**config.mk**
```make
export PLATFORM = sky130hd
export DESIGN_NAME = mbx_array
export DESIGN_NICKNAME = d
export VERILOG_FILES = /design/src/rtl/mbx_pkg.sv /design/src/rtl/mbx_slot.sv /design/src/rtl/mbx_irq_route.sv /design/src/rtl/mbx_array.sv
export SDC_FILE = /design/constraint.sdc
export NUM_CORES = 1
export LEC_CHECK = 0
export CORE_MARGIN = 5
export CORE_UTILIZATION = 50
export DETAILED_ROUTE_END_ITERATION = 10
export GPL_TIMING_DRIVEN = 0
export PLACE_DENSITY = 0.71
export SETUP_SLACK_MARGIN = 0.05
export SLEW_MARGIN = 40
export SYNTH_ARGS = -nofsm -noshare
export SYNTH_HDL_FRONTEND = slang
export SYNTH_HIERARCHICAL = 1
export SYNTH_SLANG_ARGS = --single-unit
```
**constraint.sdc**
```tcl
create_clock -name clk -period 2.59 [get_ports clk]
set_input_delay 0.259 -clock clk [delete_from_list [all_inputs] [get_ports clk]]
set_output_delay 0.259 -clock clk [all_outputs]
set_load 0.01 [all_outputs]
```
**src/rtl/mbx_pkg.sv**
```systemverilog
`timescale 1ns/1ps
package mbx_pkg;
    localparam int WORD_W   = 32;
    localparam int STAT_W   = 16;
    localparam int FULL_LSB = 8;
    localparam int MAX_MB   = 8;
    localparam int WIN_LG   = 15;            // 32 KiB per mailbox window
    localparam int MB_BASE  = 32'h0001_0000; // first window
    localparam int OFS_DATA = 0;
    localparam int OFS_FIE  = 4;
    localparam int OFS_EIE  = 8;
    localparam int MASK_BASE = 32'h100;
    localparam int STAT_ADDR = 32'h304;
    localparam int DIMS_ADDR = 32'h380;

    typedef struct packed {
        logic [WORD_W-1:0] word;
        logic              fie;
        logic              eie;
    } slot_t;
endpackage

```
**src/rtl/mbx_slot.sv**
```systemverilog
`timescale 1ns/1ps
module mbx_slot
    import mbx_pkg::*;
#(
    parameter bit PER_MB_IE = 1'b1
) (
    input  logic              clk,
    input  logic              rst_n,
    input  logic              wr_word,
    input  logic              wr_fie,
    input  logic              wr_eie,
    input  logic [WORD_W-1:0] wdata,
    output logic [WORD_W-1:0] word_o,
    output logic              fie_o,
    output logic              eie_o,
    output logic              full_o,
    output logic              full_st_o,
    output logic              empty_st_o
);
    slot_t s_d, s_q;

    always_comb begin
        s_d = s_q;
        if (wr_word)              s_d.word = wdata;
        if (wr_fie && PER_MB_IE)  s_d.fie  = wdata[0];
        if (wr_eie && PER_MB_IE)  s_d.eie  = wdata[0];
    end

    always_ff @(posedge clk) begin
        if (!rst_n) begin
            s_q.word <= '0;
            s_q.fie  <= 1'b1;
            s_q.eie  <= 1'b1;
        end else begin
            s_q <= s_d;
        end
    end

    assign word_o     = s_q.word;
    assign fie_o      = s_q.fie;
    assign eie_o      = s_q.eie;
    assign full_o     = s_q.word[WORD_W-1];
    assign full_st_o  = full_o & s_q.fie;
    assign empty_st_o = ~full_o & s_q.eie;
endmodule

```
**src/rtl/mbx_irq_route.sv**
```systemverilog
`timescale 1ns/1ps
module mbx_irq_route
    import mbx_pkg::*;
#(
    parameter int NUM_IRQ = 4
) (
    input  logic                             clk,
    input  logic                             rst_n,
    input  logic [NUM_IRQ-1:0]               wr_line,
    input  logic [STAT_W-1:0]                wdata,
    input  logic [STAT_W-1:0]                status,
    output logic [NUM_IRQ-1:0][STAT_W-1:0]   mask_o,
    output logic [NUM_IRQ-1:0]               irq_o
);
    typedef struct packed {
        logic [NUM_IRQ-1:0][STAT_W-1:0] masks;
    } route_t;

    route_t r_d, r_q;

    always_comb begin
        r_d = r_q;
        for (int n = 0; n < NUM_IRQ; n++) begin
            if (wr_line[n]) r_d.masks[n] = wdata;
        end
    end

    always_ff @(posedge clk) begin
        if (!rst_n) r_q <= '0;
        else        r_q <= r_d;
    end

    always_comb begin
        for (int n = 0; n < NUM_IRQ; n++) begin
            irq_o[n] = |(r_q.masks[n] & status);
        end
    end

    assign mask_o = r_q.masks;
endmodule

```
**src/rtl/mbx_array.sv**
```systemverilog
`timescale 1ns/1ps
module mbx_array
    import mbx_pkg::*;
#(
    parameter int NUM_MB    = 8,
    parameter int NUM_IRQ   = 4,
    parameter int NUM_SSEM  = 4,
    parameter int NUM_ASEM  = 4,
    parameter int NUM_DBELL = 8,
    parameter bit PER_MB_IE = 1'b1,
    parameter int ADDR_W    = 20
) (
    input  logic                clk,
    input  logic                rst_n,
    input  logic                bus_sel,
    input  logic                bus_we,
    input  logic [ADDR_W-1:0]   bus_addr,
    input  logic [WORD_W-1:0]   bus_wdata,
    output logic [WORD_W-1:0]   bus_rdata,
    output logic [NUM_IRQ-1:0]  irq_o
);
    localparam int WIN_W = ADDR_W - WIN_LG;
    localparam logic [ADDR_W-1:0] MB_BASE_A  = ADDR_W'(MB_BASE);
    localparam logic [ADDR_W-1:0] MASK_A     = ADDR_W'(MASK_BASE);
    localparam logic [ADDR_W-1:0] STAT_A     = ADDR_W'(STAT_ADDR);
    localparam logic [ADDR_W-1:0] DIMS_A     = ADDR_W'(DIMS_ADDR);
    localparam logic [WORD_W-1:0] DIMS_WORD  = {12'h0, 4'(NUM_IRQ), 4'(NUM_DBELL),
                                                4'(NUM_ASEM), 4'(NUM_SSEM), 4'(NUM_MB)};

    // address decode
    logic                wr;
    logic                in_mb;
    logic [ADDR_W-1:0]   rel;
    logic [WIN_W-1:0]    win;
    logic [WIN_LG-1:0]   low;
    logic [NUM_MB-1:0]   slot_hit;
    logic [NUM_IRQ-1:0]  line_hit;
    logic                stat_hit, dims_hit;

    assign wr  = bus_sel & bus_we;
    assign rel = bus_addr - MB_BASE_A;
    assign win = rel[ADDR_W-1:WIN_LG];
    assign low = rel[WIN_LG-1:0];
    assign in_mb    = (bus_addr >= MB_BASE_A);
    assign stat_hit = (bus_addr == STAT_A);
    assign dims_hit = (bus_addr == DIMS_A);

    // per-slot state
    logic [NUM_MB-1:0][WORD_W-1:0] words;
    logic [NUM_MB-1:0] fie_v, eie_v, full_raw_w, full_st, empty_st;
    logic [STAT_W-1:0] status_w;
    logic [NUM_IRQ-1:0][STAT_W-1:0] masks;

    for (genvar i = 0; i < NUM_MB; i++) begin : g_slot
        assign slot_hit[i] = in_mb && (win == WIN_W'(i));

        mbx_slot #(.PER_MB_IE(PER_MB_IE)) u_slot (
            .clk        (clk),
            .rst_n      (rst_n),
            .wr_word    (wr && slot_hit[i] && (low == WIN_LG'(OFS_DATA))),
            .wr_fie     (wr && slot_hit[i] && (low == WIN_LG'(OFS_FIE))),
            .wr_eie     (wr && slot_hit[i] && (low == WIN_LG'(OFS_EIE))),
            .wdata      (bus_wdata),
            .word_o     (words[i]),
            .fie_o      (fie_v[i]),
            .eie_o      (eie_v[i]),
            .full_o     (full_raw_w[i]),
            .full_st_o  (full_st[i]),
            .empty_st_o (empty_st[i])
        );
    end

    for (genvar n = 0; n < NUM_IRQ; n++) begin : g_line
        assign line_hit[n] = (bus_addr == MASK_A + ADDR_W'(4 * n));
    end

    always_comb begin
        status_w = '0;
        for (int i = 0; i < NUM_MB; i++) begin
            status_w[i]            = empty_st[i];
            status_w[FULL_LSB + i] = full_st[i];
        end
    end

    mbx_irq_route #(.NUM_IRQ(NUM_IRQ)) u_route (
        .clk     (clk),
        .rst_n   (rst_n),
        .wr_line (line_hit & {NUM_IRQ{wr}}),
        .wdata   (bus_wdata[STAT_W-1:0]),
        .status  (status_w),
        .mask_o  (masks),
        .irq_o   (irq_o)
    );

    // read mux
    always_comb begin
        bus_rdata = '0;
        if (stat_hit) bus_rdata = WORD_W'(status_w);
        if (dims_hit) bus_rdata = DIMS_WORD;
        for (int n = 0; n < NUM_IRQ; n++) begin
            if (line_hit[n]) bus_rdata = WORD_W'(masks[n]);
        end
        for (int i = 0; i < NUM_MB; i++) begin
            if (slot_hit[i]) begin
                if (low == WIN_LG'(OFS_DATA)) bus_rdata = words[i];
                if (PER_MB_IE && low == WIN_LG'(OFS_FIE)) bus_rdata = WORD_W'(fie_v[i]);
                if (PER_MB_IE && low == WIN_LG'(OFS_EIE)) bus_rdata = WORD_W'(eie_v[i]);
            end
        end
    end
endmodule

```
==> impl_metrics.toml <==
[outcome]
status = "finished with violations"
violations = "negative setup slack"

[route]
wl_um = 61000
post-route-drc-count = 0
wire_per_inst_um = 25.9
ant_nets = 0
drtPass1Iterations = 8
vias_per_cell = 6.10
drtIter0Drc = 1474
dr_total_vias = 14300

[timing]
min_period_ps = 2910
finalSetupViolations = 32
final.setup.worst_slack_ps = -322
rsz0062_at_grt = "yes"
worstMarginPinSlew_ps = 845
hold_viol = 0
drv_slew = 0
max_freq_ghz = 0.343
relSlewSlack_pct = 43.5
period_share_pct = 112
skew_ps = 0

[layout]
diodes = 0
fill_cells = 2808
final_cell_mix = "mux2i_1 (370), dfxtp_1 (335), nor2b_1 (323)"
final_common_cell = "mux2i_1"
final_net_count = 1929
design_area_um2 = 21300
instances_no_fill = 2349
drive_gt1_share_pct = 23.4
area_delta_synth_final_pct = 26.7

[floorplanning]
ioPinCount = 92
coreArea_um2 = 33400
dieWidth_um = 193
rows = 67
start_util_pct = 50.4
dieArea_um2 = 37400
fp.dieH_um = 193

[setup_path]
worst_ep_arrival_time_ps = 2650
timing_worst_setup_path_type = "in -> out"
cp-end-kind = "primary output"
worst-path-buf-inv = 5
crit_chain = "buf_8 -> inv_6 -> ha_4 -> or4b_4 -> a31oi_4 -> buf_6 -> and2_4 -> nor2_4 -> o221ai_4 -> buf_12 -> a21oi_2 -> a221o_1 -> buf_2"
cp_slowest_cell = "or4b_4"
crit_family = "simple AND/OR/NAND/NOR gates"
cp.required_ps = 2330
reg2reg_slack_ps = 1780
crit_path_start_kind = "primary input"
worstPathMaxFanout = 8
slowest_delay_ps = 490

[clocking]
cts_buffers = 39
clk_pin_slew_ps = 60
cts-root-buf = "clkbuf_16"
clock_latency_ps = 520
cts_tree = "built"
htreeDepth = 2
hold_buffers = 0
clkSinkCount = 336
cts_buffer_depth = 3

[placed_design]
placed_area_um2 = 18300
dp_hpwl_um = 41700
place.gp.congestion = 0.992
portBuffers = 88
dp.cells = 2189

[synthesis]
synth_seq_cells = 336
synth-seq-area-share_pct = 40.0
synthArstFlopShare_pct = 0
ys_types = 73
syn_area_um2 = 16800
yosys_warnings = 6
synth_area_leaders = "dfxtp_1 (40%), mux2i_1 (22%), nor2b_1 (12%)"
synth_edf_count = 0
synth_cells = 1650
ys.flop_type = "dfxtp_1"
yosys.area.top_type = "dfxtp_1"
synth_top_area_share_pct = 40.0
syn-num-nets = 1708
synth.avg_cell_area_um2 = 10.2

[global_routing]
grt.total_usage_pct = 30.7
grt_max_degree = 58
grt_pass1_vias = 14200
grt_pass1_wl_um = 89600
overflow = 0
antenna_found_initial = 1

[power]
power.leakage_uw = 0.00696
irDropWorstVdd_mv = 0.475
power_uw = 11800
power_density_nw_per_um2 = 552

[worst_hold_path]
hold_path_class = "in -> reg"

[flow_run]
drv_cap = 0
## layout make-up
class	instances	area (µm²)	area share [%]
buffer	121	1260	5.93
sequential	336	6730	31.6
clock buffer	51	1090	5.13
tap	448	561	2.63
multi-input combinational	1178	9750	45.8
inverter	11	51.3	0.241
clock inverter	20	272	1.27
timing repair buffer	184	1580	7.40
## synthesized netlist by cell type, drive strengths merged, types with 7 or more instances
master,count
nand2,47
o22ai,31
nand3,14
nor3,29
a22o,24
nor2b,333
nor4,14
o21ai,9
and2,10
a221oi,38
buf,82
a221o,10
a22oi,27
a222oi,25
nor2,66
dfxtp,336
inv,10
mux2i,370
a21oi,44
nand4,17
mux2,7
clkbuf,43
## what timing repair did
item / CTS / global route
pin swaps: 60 / 65
setup buffers: 64 / 29
endpoints found under the hold margin: 0 / 0
resized for setup: 358 / 90
setup endpoints to repair: 324 / 185
gates cloned: 1 / 3
## layer usage
| metal | vias up | track usage [%] | part of all wire [%] |
|---|---|---|---|
| li1 | 6425 | - | - |
| met1 | 6987 | 40.7 | 42 |
| met2 | 733 | 50.7 | 46 |
| met3 | 188 | 4.35 | 7.3 |
| met4 | 0 | 12.2 | 4.7 |
| met5 | - | 0 | 0 |
## flip-flops by register name, indices dropped and copies added, names as in the netlist
name and flops:
g_slot.u_slot/word_o 256, g_slot.u_slot/eie_o 8, u_route/mask_o 64, g_slot.u_slot/fie_o 8
## power breakdown
part           total [µW]  leakage (µW)  internal (µW)  switching [µW]
clock                5860      0.000676           3590            2270
sequential           5170       0.00271           5170         0.00126
combinational         730       0.00358            288             442
## worst register-to-register path, cell delays in order (launching register included)
cell and delay [ps]:
dfxtp_1 480, mux2i_1 140, nor2b_1 130
## through the flow
step	utilization, %	setup WS (ps)	TNS (ps)	hold slack [ps]
CTS	62.3	-346	-6840	259
global route	63.8	-341	-7540	286
floorplan	-	53.8	0	387
detailed placement	55.0	-2150	-477060	488
finish	63.8	-322	-5690	266
global placement	54.9	-2540	-478020	480
## final timing paths
check	cells past startpoint	start	to
setup / recovery	13	bus_addr[17]	bus_rdata[8]
hold reg to reg	2	g_slot[1].u_slot/eie_o$_SDFFE_PN1P_	g_slot[1].u_slot/eie_o$_SDFFE_PN1P_
setup reg to reg	2	g_slot[1].u_slot/word_o[31]$_SDFFE_PN0P_	g_slot[1].u_slot/word_o[31]$_SDFFE_PN0P_
hold / removal	2	rst_n	g_slot[7].u_slot/word_o[29]$_SDFFE_PN0P_
## cells by family after synthesis
group	count (synthesis)	synth area share (%)
buffers and inverters	136	6.73
AND/OR/NAND/NOR	559	19.6
adder cells (fa/ha/maj)	2	0.149
XOR/XNOR	2	0.104
multiplexers	377	22.5
AO/OA/AOI/OAI	238	10.9
flip-flops	336	40.0
Power figures use the tool's default switching activity.
